## src/rtl/gpio_irq_pkg.sv

```systemverilog
package gpio_irq_pkg;
  localparam int unsigned ADDR_W = 3;
  localparam logic [ADDR_W-1:0] OFS_KIND   = 3'd0;
  localparam logic [ADDR_W-1:0] OFS_BOTH   = 3'd1;
  localparam logic [ADDR_W-1:0] OFS_POL    = 3'd2;
  localparam logic [ADDR_W-1:0] OFS_MASK   = 3'd3;
  localparam logic [ADDR_W-1:0] OFS_RAW    = 3'd4;
  localparam logic [ADDR_W-1:0] OFS_MASKED = 3'd5;
  localparam logic [ADDR_W-1:0] OFS_CLEAR  = 3'd6;
endpackage

```

## src/rtl/gpio_irq_regs.sv

```systemverilog
module gpio_irq_regs
  import gpio_irq_pkg::*;
#(
  parameter int unsigned NUM_PINS = 8
) (
  input  logic                clk_i,
  input  logic                rst_ni,
  input  logic                we_i,
  input  logic [ADDR_W-1:0]   addr_i,
  input  logic [NUM_PINS-1:0] wdata_i,
  output logic [NUM_PINS-1:0] kind_o,
  output logic [NUM_PINS-1:0] both_o,
  output logic [NUM_PINS-1:0] pol_o,
  output logic [NUM_PINS-1:0] mask_o,
  output logic [NUM_PINS-1:0] clr_o
);
  logic [NUM_PINS-1:0] kind_q, both_q, pol_q, mask_q;

  always_ff @(posedge clk_i or negedge rst_ni) begin
    if (!rst_ni) begin
      kind_q <= '0;
      both_q <= '0;
      pol_q  <= '0;
      mask_q <= '0;
    end else if (we_i) begin
      case (addr_i)
        OFS_KIND: kind_q <= wdata_i;
        OFS_BOTH: both_q <= wdata_i;
        OFS_POL:  pol_q  <= wdata_i;
        OFS_MASK: mask_q <= wdata_i;
        default:  ;
      endcase
    end
  end

  // clear is a one-cycle pulse, never stored
  assign clr_o  = (we_i && addr_i == OFS_CLEAR) ? wdata_i : '0;
  assign kind_o = kind_q;
  assign both_o = both_q;
  assign pol_o  = pol_q;
  assign mask_o = mask_q;
endmodule

```

## src/rtl/gpio_irq_pin.sv

```systemverilog
module gpio_irq_pin (
  input  logic clk_i,
  input  logic rst_ni,
  input  logic pin_i,
  input  logic kind_i,   // 1 = level
  input  logic both_i,
  input  logic pol_i,
  input  logic clr_i,
  output logic evt_o,
  output logic lat_o,
  output logic raw_o
);
  logic prev_q, lat_q;
  logic rise, fall, edge_hit, level_hit;

  always_ff @(posedge clk_i or negedge rst_ni) begin
    if (!rst_ni) begin
      prev_q <= 1'b0;
      lat_q  <= 1'b0;
    end else begin
      prev_q <= pin_i;
      lat_q  <= evt_o | (lat_q & ~clr_i);  // new edge beats clear
    end
  end

  always_comb begin
    rise      = pin_i & ~prev_q;
    fall      = ~pin_i & prev_q;
    edge_hit  = both_i ? (rise | fall) : (pol_i ? rise : fall);
    level_hit = pol_i ? pin_i : ~pin_i;
  end

  assign evt_o = edge_hit & ~kind_i;
  assign lat_o = lat_q;
  assign raw_o = kind_i ? level_hit : lat_q;
endmodule

```

## src/rtl/gpio_irq_merge.sv

```systemverilog
module gpio_irq_merge #(
  parameter int unsigned NUM_PINS = 8
) (
  input  logic [NUM_PINS-1:0] raw_i,
  input  logic [NUM_PINS-1:0] mask_i,
  output logic [NUM_PINS-1:0] masked_o,
  output logic                irq_o
);
  assign masked_o = raw_i & mask_i;
  assign irq_o    = |masked_o;
endmodule

```

## src/rtl/gpio_irq_detect.sv

```systemverilog
module gpio_irq_detect
  import gpio_irq_pkg::*;
#(
  parameter int unsigned NUM_PINS = 8
) (
  input  logic                clk_i,
  input  logic                rst_ni,
  input  logic                reg_we_i,
  input  logic [ADDR_W-1:0]   reg_addr_i,
  input  logic [NUM_PINS-1:0] reg_wdata_i,
  output logic [NUM_PINS-1:0] reg_rdata_o,
  input  logic [NUM_PINS-1:0] pins_i,
  output logic                irq_o
);
  logic [NUM_PINS-1:0] kind_q, both_q, pol_q, mask_q, clr_w;
  logic [NUM_PINS-1:0] evt_w, lat_w, raw_w, masked_w;

  gpio_irq_regs #(.NUM_PINS(NUM_PINS)) u_regs (
    .clk_i   (clk_i),
    .rst_ni  (rst_ni),
    .we_i    (reg_we_i),
    .addr_i  (reg_addr_i),
    .wdata_i (reg_wdata_i),
    .kind_o  (kind_q),
    .both_o  (both_q),
    .pol_o   (pol_q),
    .mask_o  (mask_q),
    .clr_o   (clr_w)
  );

  for (genvar i = 0; i < NUM_PINS; i++) begin : g_pin
    gpio_irq_pin u_pin (
      .clk_i  (clk_i),
      .rst_ni (rst_ni),
      .pin_i  (pins_i[i]),
      .kind_i (kind_q[i]),
      .both_i (both_q[i]),
      .pol_i  (pol_q[i]),
      .clr_i  (clr_w[i]),
      .evt_o  (evt_w[i]),
      .lat_o  (lat_w[i]),
      .raw_o  (raw_w[i])
    );
  end

  gpio_irq_merge #(.NUM_PINS(NUM_PINS)) u_merge (
    .raw_i    (raw_w),
    .mask_i   (mask_q),
    .masked_o (masked_w),
    .irq_o    (irq_o)
  );

  always_comb begin
    case (reg_addr_i)
      OFS_KIND:   reg_rdata_o = kind_q;
      OFS_BOTH:   reg_rdata_o = both_q;
      OFS_POL:    reg_rdata_o = pol_q;
      OFS_MASK:   reg_rdata_o = mask_q;
      OFS_RAW:    reg_rdata_o = raw_w;
      OFS_MASKED: reg_rdata_o = masked_w;
      default:    reg_rdata_o = '0;
    endcase
  end
endmodule

```

## config.mk

```make
export PLATFORM = sky130hd
export DESIGN_NAME = gpio_irq_detect
export DESIGN_NICKNAME = d
export VERILOG_FILES = /design/src/rtl/gpio_irq_pkg.sv /design/src/rtl/gpio_irq_regs.sv /design/src/rtl/gpio_irq_pin.sv /design/src/rtl/gpio_irq_merge.sv /design/src/rtl/gpio_irq_detect.sv
export SDC_FILE = /design/constraint.sdc
export NUM_CORES = 1
export LEC_CHECK = 0
export BUFFER_PORTS_ARGS = -buffer_cell sky130_fd_sc_hd__buf_2
export CAP_MARGIN = 5
export CORE_MARGIN = 3
export CORE_UTILIZATION = 33
export DETAILED_ROUTE_END_ITERATION = 10
export GPL_TIMING_DRIVEN = 0
export PLACE_DENSITY = 0.54
export SLEW_MARGIN = 20
export SYNTH_ARGS = -nofsm -noshare
export SYNTH_HDL_FRONTEND = slang
export SYNTH_SLANG_ARGS = --single-unit
```

## constraint.sdc

```tcl
create_clock -name clk_i -period 1.9 [get_ports clk_i]
set_clock_uncertainty 0.15 [all_clocks]
set_input_delay 0.095 -clock clk_i [delete_from_list [all_inputs] [get_ports clk_i]]
set_output_delay 0.095 -clock clk_i [all_outputs]
set_load 0.02 [all_outputs]
```

==> results of run 1 <==
[metrics by stage]
stage	cell area [um2]	total power [W]	hold slack [ps]	std cells
3_5_place_dp	3137	0.002221	12.87	377
4_1_cts	3400	0.002888	152.4	402
3_3_place_gp	3134	0.002207	110.2	377
6_report	3493	0.002924	163.6	403
2_1_floorplan	2853	0.001964	-350.6	242
5_1_grt	3493	0.003118	204.8	403
[sequential cells by signal, indices dropped and copies added, names as in the netlist]
| signal | count |
|---|---|
| u_regs.both_o | 8 |
| u_regs.pol_o | 8 |
| g_pin.u_pin.lat_o | 8 |
| g_pin.u_pin.prev_q | 8 |
| u_regs.kind_o | 8 |
| u_regs.mask_o | 8 |
[critical path, cell delays in order]
cell and delay, ps:
dlygate4sd3_1 530, buf_2 160, xnor2_2 150, and3_4 180
a31oi_1 160, nand4_1 160, buf_6 170
[power groups by stage]
stage / Clock (W) / Sequential, W / Combinational [W]
2_1_floorplan: 0 / 0.00137 / 0.000597
3_3_place_gp: 0 / 0.00142 / 0.000785
3_5_place_dp: 0 / 0.00143 / 0.000793
4_1_cts: 0.000659 / 0.00141 / 0.000824
5_1_grt: 0.000691 / 0.00145 / 0.000976
6_report: 0.000633 / 0.00142 / 0.000876
[worst max path at each step]
stage                                 from                     endpoint  cells after the start
6_report                         pins_i[1]                        irq_o                      7
5_1_grt                          pins_i[1]                        irq_o                      7
3_3_place_gp                 reg_addr_i[0]  u_regs.pol_o[0]$_DFFE_PN0P_                      4
4_1_cts        u_regs.pol_o[0]$_DFFE_PN0P_               reg_rdata_o[0]                      4
3_5_place_dp                 reg_addr_i[0]  u_regs.pol_o[6]$_DFFE_PN0P_                      4
2_1_floorplan  u_regs.pol_o[2]$_DFFE_PN0P_               reg_rdata_o[2]                      3
[kinds of logic after synthesis]
family,Yosys count
and+or+nand+nor,58
AOI/OAI and AO/OA,26
xor gates and xnor gates,8
adders and majority gates,16
muxes,56
buffers and inverters,30
DFF,48
[metal layers]
metal / GRT usage, % / vias up / wire length, um
met5: 0 / - / 0
met2: 20.25 / 26 / 2936
li1: - / 969 / -
met1: 19.97 / 996 / 3168
met4: 2.836 / 0 / 33
met3: 2.265 / 4 / 198
[repair_timing]
item	4_1_cts	5_1_grt
hold buffers	17	0
gates resized for setup	0	14
buffers inserted	0	1
endpoints found under the setup margin	0	7
endpoints found under the hold margin	96	0
[final cells by class]
type | count | area (um2)
Fill cell | 776 | 4806
Multi-Input combinational cell | 164 | 1595
Sequential cell | 48 | 1201
Timing Repair Buffer | 48 | 339.1
Tap cell | 105 | 131.4
Inverter | 24 | 90.09
Clock buffer | 6 | 82.58
Buffer | 6 | 43.79
Clock inverter | 2 | 10.01
[synthesized netlist by cell type, types with 2 or more instances]
| master | n |
|---|---|
| and3_1 | 2 |
| nor2b_1 | 8 |
| mux4_2 | 5 |
| nor3b_4 | 2 |
| mux4_1 | 3 |
| nand2_1 | 24 |
| mux2_2 | 40 |
| nand4_1 | 3 |
| inv_1 | 24 |
| o21ai_0 | 16 |
| buf_2 | 3 |
| nand3b_1 | 8 |
| mux2i_1 | 8 |
| xnor2_1 | 8 |
| a31oi_1 | 2 |
| dfrtp_1 | 48 |
| nand3_1 | 4 |
| ha_1 | 16 |
| o32ai_1 | 8 |
==> flow_summary.yaml, run 1 <==
outcome:
  outcome: "finished clean"
synth:
  syn_avg_cell_area_um2: 11.79
  synthAdderAreaFrac_pct: 7.018
  synthArstFlopShare_pct: 100.0
  yosys.area.top_type: "dfrtp_1"
  synth_top_area_share_pct: 42.11
  synth_enable_flop_cells: 0
  synth-simple-area-share_pct: 12.72
  synth.area.mux_share_pct: 25.31
  synth_area_leaders: "dfrtp_1 (42%), mux2_2 (16%), ha_1 (7.0%)"
  synth.distinct_cells: 29
  ys_seq_elements: 48
  synth_area_um2: 2853
  synth_xor_area_share_pct: 2.456
  synthesis.nets: 280
  synth_top_family_by_area: "multiplexers"
  synth_compound_area_share_pct: 5.702
  yosysWarnings: 0
  synth_ff_type: "dfrtp_1"
  ys_seq_area_share_pct: 42.11
  netlist_instances: 242
place:
  pre_cts_slack_ps: 201.7
  gp_congestion: 0.7675
  io_buffers: 30
  dp_hpwl_um: 4360
global_route:
  track_usage_pct: 13.34
  grt-ovfl-total: 0
  grt_max_degree: 49
  antenna_found_initial: 0
  grt_pass1_wl_um: 10210
  first_global_vias: 1940
power_and_ir_drop:
  switching_power_w: 0.0009294
  combPwrFrac_pct: 29.9
  seqPwrFrac_pct: 48.4
  switching_share_pct: 31.78
  p_leak_nw: 1.610
  power.share.clock_pct: 21.7
  pwr_density_cell_nw_per_um2: 837.0
  peakVddDrop_mv: 0.5357
  p_int_w: 0.001995
die:
  core_area_um2: 8299
  die_area_um2: 9796
  die_x_um: 98.98
  die_h_um: 98.98
  pin_count: 31
  rows: 33
  start_util_pct: 34.37
clock_tree:
  cts_sinks: 48
  cts-root-buf: "clkbuf_8"
  numCtsBuffers: 5
  clk_latency_ps: 300
  clockBufferDepth: 2
  h-tree-depth: 2
  tritoncts: "done"
  clk_pin_slew_ps: 90
timing:
  finalSetupTns_ps: 0
  finalCriticalPeriod_ps: 1846
  relSlewSlack_pct: 55.40
  worstMarginPinSlew_ps: 668.2
  setup_viol: 0
  grt_setup_unrepaired: "true"
  max_freq_mhz: 541.6
  hold_violations: 0
  slew_violations: 0
  fin_crit_sh_pct: 97.17
  layout_setup_ws_ps: 53.74
worst_setup_path:
  rr_endpoint: "g_pin[5].u_pin.lat_o$_DFF_PN0_"
  cp-end-kind: "output port"
  crit_fanout: 4
  crit_type: "primary input to output port"
  cp.required_ps: 1650
  r2r_start: "u_regs.pol_o[5]$_DFFE_PN0P_"
  start_kind: "primary input"
  r2r_slack_ps: 550
  worstPathArrival_ps: 1600
  reg2reg_depth: 4
finish:
  drive_above_1_share_pct: 35.23
  syn_to_final_growth_pct: 22.46
  layout_common_cells: "dfrtp_1 (48), mux2_2 (40), buf_2 (30)"
  final_util_pct: 42.09
  final_common_cell: "dfrtp_1"
  layout.nets: 335
  antenna_cells: 0
worst_hold_path:
  whs_path_depth: 6
  min_path_type: "primary input to flip-flop"
  min_from: "pins_i[5]"
  worstHoldEndpoint: "g_pin[5].u_pin.lat_o$_DFF_PN0_"
detailed_routing:
  postRouteWirelength_um: 6335
  vias: 1995
  drtAntennaViolNets: 0
  wl_per_cell_um: 15.72
  drt_iter0_markers: 56
  drc_errors: 0
  drt-vias-per-instance: 4.950
  dr.pass1.iters: 4
flow_run:
  max_cap_violations: 0
(Power assumes the default switching activity.)
==> run 2: changes to the inputs <==
--- a/config.mk
+++ b/config.mk
@@ -12,7 +12,9 @@
 export DETAILED_ROUTE_END_ITERATION = 10
 export GPL_TIMING_DRIVEN = 0
 export PLACE_DENSITY = 0.54
+export SETUP_SLACK_MARGIN = 0.15
 export SLEW_MARGIN = 20
 export SYNTH_ARGS = -nofsm -noshare
 export SYNTH_HDL_FRONTEND = slang
 export SYNTH_SLANG_ARGS = --single-unit
+export TNS_END_PERCENT = 100
==> run 2 against run 1 <==
Net effect:
- core utilization up 3.1 points
- first-iteration DRC count rose by 50%
- combinational power up 32%
- global-route usage increased by 0.80 points
- sequential power about the same
- sequential cell count did not move
- wire length rose by 4.5%
- register-to-register slack hardly changed
- clock power barely moved
- cell area increased by 7.3%
==> flow_summary.yaml, run 2 (same netlist as run 1, synthesis figures left out) <==
global_route:
  track_usage_pct: 14.13
  antenna_found_initial: 0
  grt_max_degree: 49
  grt-ovfl-total: 0
  grt_pass1_wl_um: 10830
  first_global_vias: 2070
place:
  gp_congestion: 0.7675
  dpl.cell_count: 377
  io_buffers: 30
  placed_cell_area_um2: 3137
  dp_hpwl_um: 4360
worst_setup_path:
  startpoint: "u_regs.pol_o[3]$_DFFE_PN0P_"
  start_kind: "flip-flop"
  rr_endpoint: "g_pin[4].u_pin.lat_o$_DFF_PN0_"
  cp_num_buf_inv: 2
  r2r_slack_ps: 540
  crit_type: "flip-flop to output port"
  slowest_stage: "dfrtp_2"
  cp_cell_sequence: "mux4_2 > inv_1 > o32ai_2 > buf_4"
  endpoint: "reg_rdata_o[3]"
  r2r_start: "u_regs.pol_o[4]$_DFFE_PN0P_"
  max_stage_delay_ps: 450
  cp-end-kind: "output port"
  worstPathArrival_ps: 1570
  cp.depth: 4
  reg2reg_depth: 4
  crit_fanout: 4
  path_delay_family: "flip-flops"
  cp.required_ps: 1650
timing:
  max_freq_mhz: 550.4
  finalSetupTns_ps: 0
  grt_setup_unrepaired: "true"
  setup_viol: 0
  hold_violations: 0
  fin_crit_sh_pct: 95.63
  slew_violations: 0
  worstMarginPinSlew_ps: 687.6
  finalCriticalPeriod_ps: 1817
  relSlewSlack_pct: 54.11
  worst_hold_slack_ps: 152.0
finish:
  layout.nets: 358
  stdcell_area_um2: 3747
  drive_above_1_share_pct: 47.66
  final_cells: 426
  final_common_cell: "dfrtp_1"
  antenna_cells: 0
  syn_to_final_growth_pct: 31.36
  layout_common_cells: "dfrtp_1 (43), mux2_2 (40), buf_4 (33)"
detailed_routing:
  drt-vias-per-instance: 4.946
  drtAntennaViolNets: 0
  wl_per_cell_um: 15.54
  drt_iter0_markers: 84
  postRouteWirelength_um: 6621
  vias: 2107
  drc_errors: 0
  dr.pass1.iters: 4
clock_tree:
  cts-root-buf: "clkbuf_8"
  clockBufferDepth: 2
  h-tree-depth: 2
  clk_pin_slew_ps: 90
  tritoncts: "done"
  numCtsBuffers: 5
  cts_sinks: 48
  clk_latency_ps: 300
power_and_ir_drop:
  switching_share_pct: 31.52
  combPwrFrac_pct: 36.4
  seqPwrFrac_pct: 43.7
  power_w: 0.003179
  p_leak_nw: 1.725
  switching_power_w: 0.001002
  p_int_w: 0.002177
  power.share.clock_pct: 19.8
  pwr_density_cell_nw_per_um2: 848.3
  peakVddDrop_mv: 0.5928
die:
  die_x_um: 98.98
  rows: 33
  core_area_um2: 8299
  die_area_um2: 9796
  start_util_pct: 34.37
  pin_count: 31
  die_h_um: 98.98
worst_hold_path:
  min_path_type: "primary input to flip-flop"
  whs_path_depth: 6
flow_run:
  max_cap_violations: 0
outcome:
  outcome: "finished clean"
run 2: cell types whose count changed in the layout (fill, tap and decap cells not counted), sizes merged:
cell and delta:
buf +23
run 2: worst min path at each step:
stage | from | slack (ps) | end
detailed placement | rst_ni | 10 | u_regs.kind_o[6]$_DFFE_PN0P_
finish | pins_i[6] | 150 | g_pin[6].u_pin.lat_o$_DFF_PN0_
global route | pins_i[5] | 200 | g_pin[5].u_pin.lat_o$_DFF_PN0_
global placement | pins_i[5] | 110 | g_pin[5].u_pin.prev_q$_DFF_PN0_
CTS | pins_i[6] | 150 | g_pin[6].u_pin.lat_o$_DFF_PN0_
floorplan | rst_ni | -350 | g_pin[0].u_pin.lat_o$_DFF_PN0_
run 2: stage by stage:
step	util (%)	worst slack, ps
final	45.15	83.02
after floorplan	-	376.6
after global placement	37.77	190.5
after global routing	45.15	38.94
after CTS	43.95	84.64
after detailed placement	37.80	201.7
run 2: timing repair:
| item | 4_1_cts | 5_1_grt |
|---|---|---|
| setup buffers | 20 | 4 |
| gates resized for setup | 25 | 21 |
| pin swaps | 5 | 5 |
| hold buffers | 17 | 0 |
| endpoints found under the hold margin | 96 | 0 |
| endpoints found under the setup margin | 9 | 9 |
run 2: per-layer routing:
| layer | vias up | part of all wire [%] | GRT usage, % |
|---|---|---|---|
| li1 | 1022 | - | - |
| met1 | 1043 | 49 | 20.50 |
| met2 | 33 | 46 | 21.80 |
| met3 | 9 | 3.9 | 2.335 |
| met4 | 0 | 1.3 | 3.992 |
| met5 | - | 0 | 0 |
run 2: cell type report:
class	count	area (um2)
Fill cell	755	4552
Sequential cell	48	1207
Timing Repair Buffer	71	529.3
Clock inverter	2	10.01
Clock buffer	6	82.58
Inverter	24	90.09
Tap cell	105	131.4
Buffer	6	43.79
Multi-Input combinational cell	164	1653
run 2: worst min-delay path, delay by kind of cell:
| family | cells | cell delay (ps) |
|---|---|---|
| buffers and inverters | 2 | 190 |
| and+or+nand+nor | 1 | 40 |
| AOI/OAI and AO/OA | 2 | 120 |
| adders and majority gates | 1 | 120 |
run 2: power by group through the flow:
stage          Clock, W  Sequential [W]  Combinational (W)
2_1_floorplan         0         0.00137           0.000597
3_3_place_gp          0         0.00142           0.000785
3_5_place_dp          0         0.00143           0.000793
4_1_cts        0.000659         0.00138            0.00107
5_1_grt        0.000694         0.00142            0.00127
6_report       0.000631         0.00139            0.00116
==> run 3: changes to the inputs <==
--- a/config.mk
+++ b/config.mk
@@ -5,6 +5,7 @@
 export SDC_FILE = /design/constraint.sdc
 export NUM_CORES = 1
 export LEC_CHECK = 0
+export ABC_AREA = 1
 export BUFFER_PORTS_ARGS = -buffer_cell sky130_fd_sc_hd__buf_2
 export CAP_MARGIN = 5
 export CORE_MARGIN = 3
==> run 3 against run 2 <==
Net effect:
- hold slack got worse by 58 ps
- cell area decreased by 3.1%
- synthesized cell count grew 54%
- sequential share of layout area rose by 0.91 points
- largest cell class unchanged
- largest power group unchanged
==> flow_summary.yaml, run 3 <==
global_route:
  grt_pass1_wl_um: 12090
  first_global_vias: 2384
  track_usage_pct: 15.64
  grt_max_degree: 49
  grt-ovfl-total: 0
  antenna_found_initial: 0
finish:
  layout.nets: 480
  final_common_cell: "nand2_1"
  multi_input_area_um2: 1525
  fillers: 852
  antenna_cells: 0
  final_util_pct: 43.95
  syn_to_final_growth_pct: 28.42
  layout_common_cells: "nand2_1 (132), dfrtp_1 (47), buf_2 (29)"
  seq_area_um2: 1202
  drive_above_1_share_pct: 27.09
synth:
  synthAdderAreaFrac_pct: 7.083
  synth.distinct_cells: 20
  synth_area_um2: 2826
  ys_seq_elements: 48
  synth_enable_flop_cells: 0
  netlist_instances: 372
  synth_top_family_by_area: "simple AND/OR/NAND/NOR gates"
  synth_compound_area_share_pct: 11.24
  synth_xor_area_share_pct: 0
  synth_area_leaders: "dfrtp_1 (42%), nand2_1 (19%), ha_1 (7.1%)"
  ys_seq_area_share_pct: 42.50
  synth-simple-area-share_pct: 32.54
  synth_top_area_share_pct: 42.50
  synth.area.mux_share_pct: 0
  synthesis.nets: 410
  synthTopCellsByCount: "nand2_1 (145), dfrtp_1 (48), inv_1 (35)"
  yosys.area.top_type: "dfrtp_1"
  synthArstFlopShare_pct: 100.0
  syn_avg_cell_area_um2: 7.598
  synth_ff_type: "dfrtp_1"
  yosysMostFrequentCell: "nand2_1"
  yosysWarnings: 0
worst_hold_path:
  worstHoldEndpoint: "u_regs.both_o[1]$_DFFE_PN0P_"
  min_path_type: "primary input to flip-flop"
  min_from: "reg_we_i"
  whs_path_depth: 4
worst_setup_path:
  slowest_stage: "dfrtp_1"
  crit_fanout: 3
  rr_endpoint: "g_pin[1].u_pin.lat_o$_DFF_PN0_"
  reg2reg_depth: 4
  cp_cell_sequence: "or2_2 > nand3_2 > nand2_2 > nor2_1 > nand2_1 > buf_6"
  cp.depth: 6
  cp_num_buf_inv: 1
  cp-end-kind: "output port"
  r2r_start: "g_pin[1].u_pin.prev_q$_DFF_PN0_"
  path_delay_family: "simple AND/OR/NAND/NOR gates"
  crit_type: "flip-flop to output port"
  worstPathArrival_ps: 1460
  r2r_slack_ps: 750
  start_kind: "flip-flop"
  startpoint: "u_regs.kind_o[6]$_DFFE_PN0P_"
  cp.required_ps: 1650
  max_stage_delay_ps: 390
die:
  die_area_um2: 9711
  die_h_um: 98.55
  rows: 33
  start_util_pct: 34.23
  pin_count: 31
  die_x_um: 98.55
  core_area_um2: 8258
power_and_ir_drop:
  peakVddDrop_mv: 0.3305
  pwr_density_cell_nw_per_um2: 831.3
  p_leak_nw: 1.869
timing:
  finalSetupTns_ps: 0
  worstMarginPinSlew_ps: 638.2
  relSlewSlack_pct: 57.45
  slew_violations: 0
  fin_crit_sh_pct: 89.53
  hold_violations: 0
  grt_setup_unrepaired: "true"
  finalCriticalPeriod_ps: 1701
  setup_viol: 0
  max_freq_mhz: 587.9
clock_tree:
  numCtsBuffers: 5
  clockBufferDepth: 2
  cts-root-buf: "clkbuf_8"
  cts_sinks: 48
  h-tree-depth: 2
  tritoncts: "done"
  clk_latency_ps: 300
  clk_pin_slew_ps: 90
place:
  dp_hpwl_um: 4873
  gp_congestion: 0.7828
  io_buffers: 28
outcome:
  outcome: "finished clean"
detailed_routing:
  drtAntennaViolNets: 0
  wl_per_cell_um: 13.40
  drt_iter0_markers: 124
  drt-vias-per-instance: 4.682
  dr.pass1.iters: 5
  vias: 2566
  drc_errors: 0
  postRouteWirelength_um: 7344
flow_run:
  max_cap_violations: 0
-- run 3: timing repair --
item,CTS,global route
buffers inserted,11,7
pin swaps,3,12
endpoints found under the setup margin,1,5
hold buffers,17,0
gates resized for setup,8,31
gates cloned,0,0
hold endpoints to repair,84,0
-- run 3: worst min-delay path, cell delays in order --
cell and delay [ps]:
buf_2 160, nand2_4 140, nand2_1 70, o21ai_2 50
-- run 3: report_power, final --
group          internal [W]  leakage (nW)  total (W)  switching, W
logic              0.000395          1.24   0.000881      0.000486
registers           0.00118         0.568    0.00132      0.000148
clock network      0.000465        0.0645   0.000811      0.000346
-- run 3: how the worst max path moves through the flow --
stage	end	slack (ps)
finish	irq_o	200
global route	irq_o	110
CTS	irq_o	150
detailed placement	u_regs.pol_o[7]$_DFFE_PN0P_	160
global placement	u_regs.pol_o[7]$_DFFE_PN0P_	170
floorplan	irq_o	600
-- run 3: logic make-up after synthesis --
family / after synthesis
flip-flops: 48
AO/OA/AOI/OAI: 57
buffers and inverters: 44
adder cells (fa/ha/maj): 16
AND/OR/NAND/NOR: 207
-- run 3: through the flow --
step / power, W / cell area [um2] / instances / hold WS (ps) / worst slack (ps)
after CTS: 0.002959 / 3506 / 541 / 82.75 / 150.4
after detailed placement: 0.002025 / 3100 / 505 / 23.43 / 164.3
after floorplan: 0.001799 / 2826 / 372 / -350.6 / 603.4
after global routing: 0.003233 / 3630 / 548 / 108.3 / 108.6
after global placement: 0.002009 / 3098 / 505 / 96.26 / 166.6
final: 0.003017 / 3630 / 548 / 94.45 / 198.9
-- run 3: area by class of cell --
class                      instances  area share (%)
inverter                          38           3.999
multi-input combinational        280           42.02
buffer                             6           1.172
tap                              105           3.619
timing repair buffer              63           12.58
sequential                        48           33.13
clock buffer                       7           2.654
clock inverter                     1          0.8273
-- run 3: routing by layer --
layer	GRT usage, %	vias up	wire, um
li1	-	1342	-
met1	21.95	1170	3541
met2	24.60	42	3371
met3	2.902	12	298
met4	4.727	0	133
met5	0	-	0
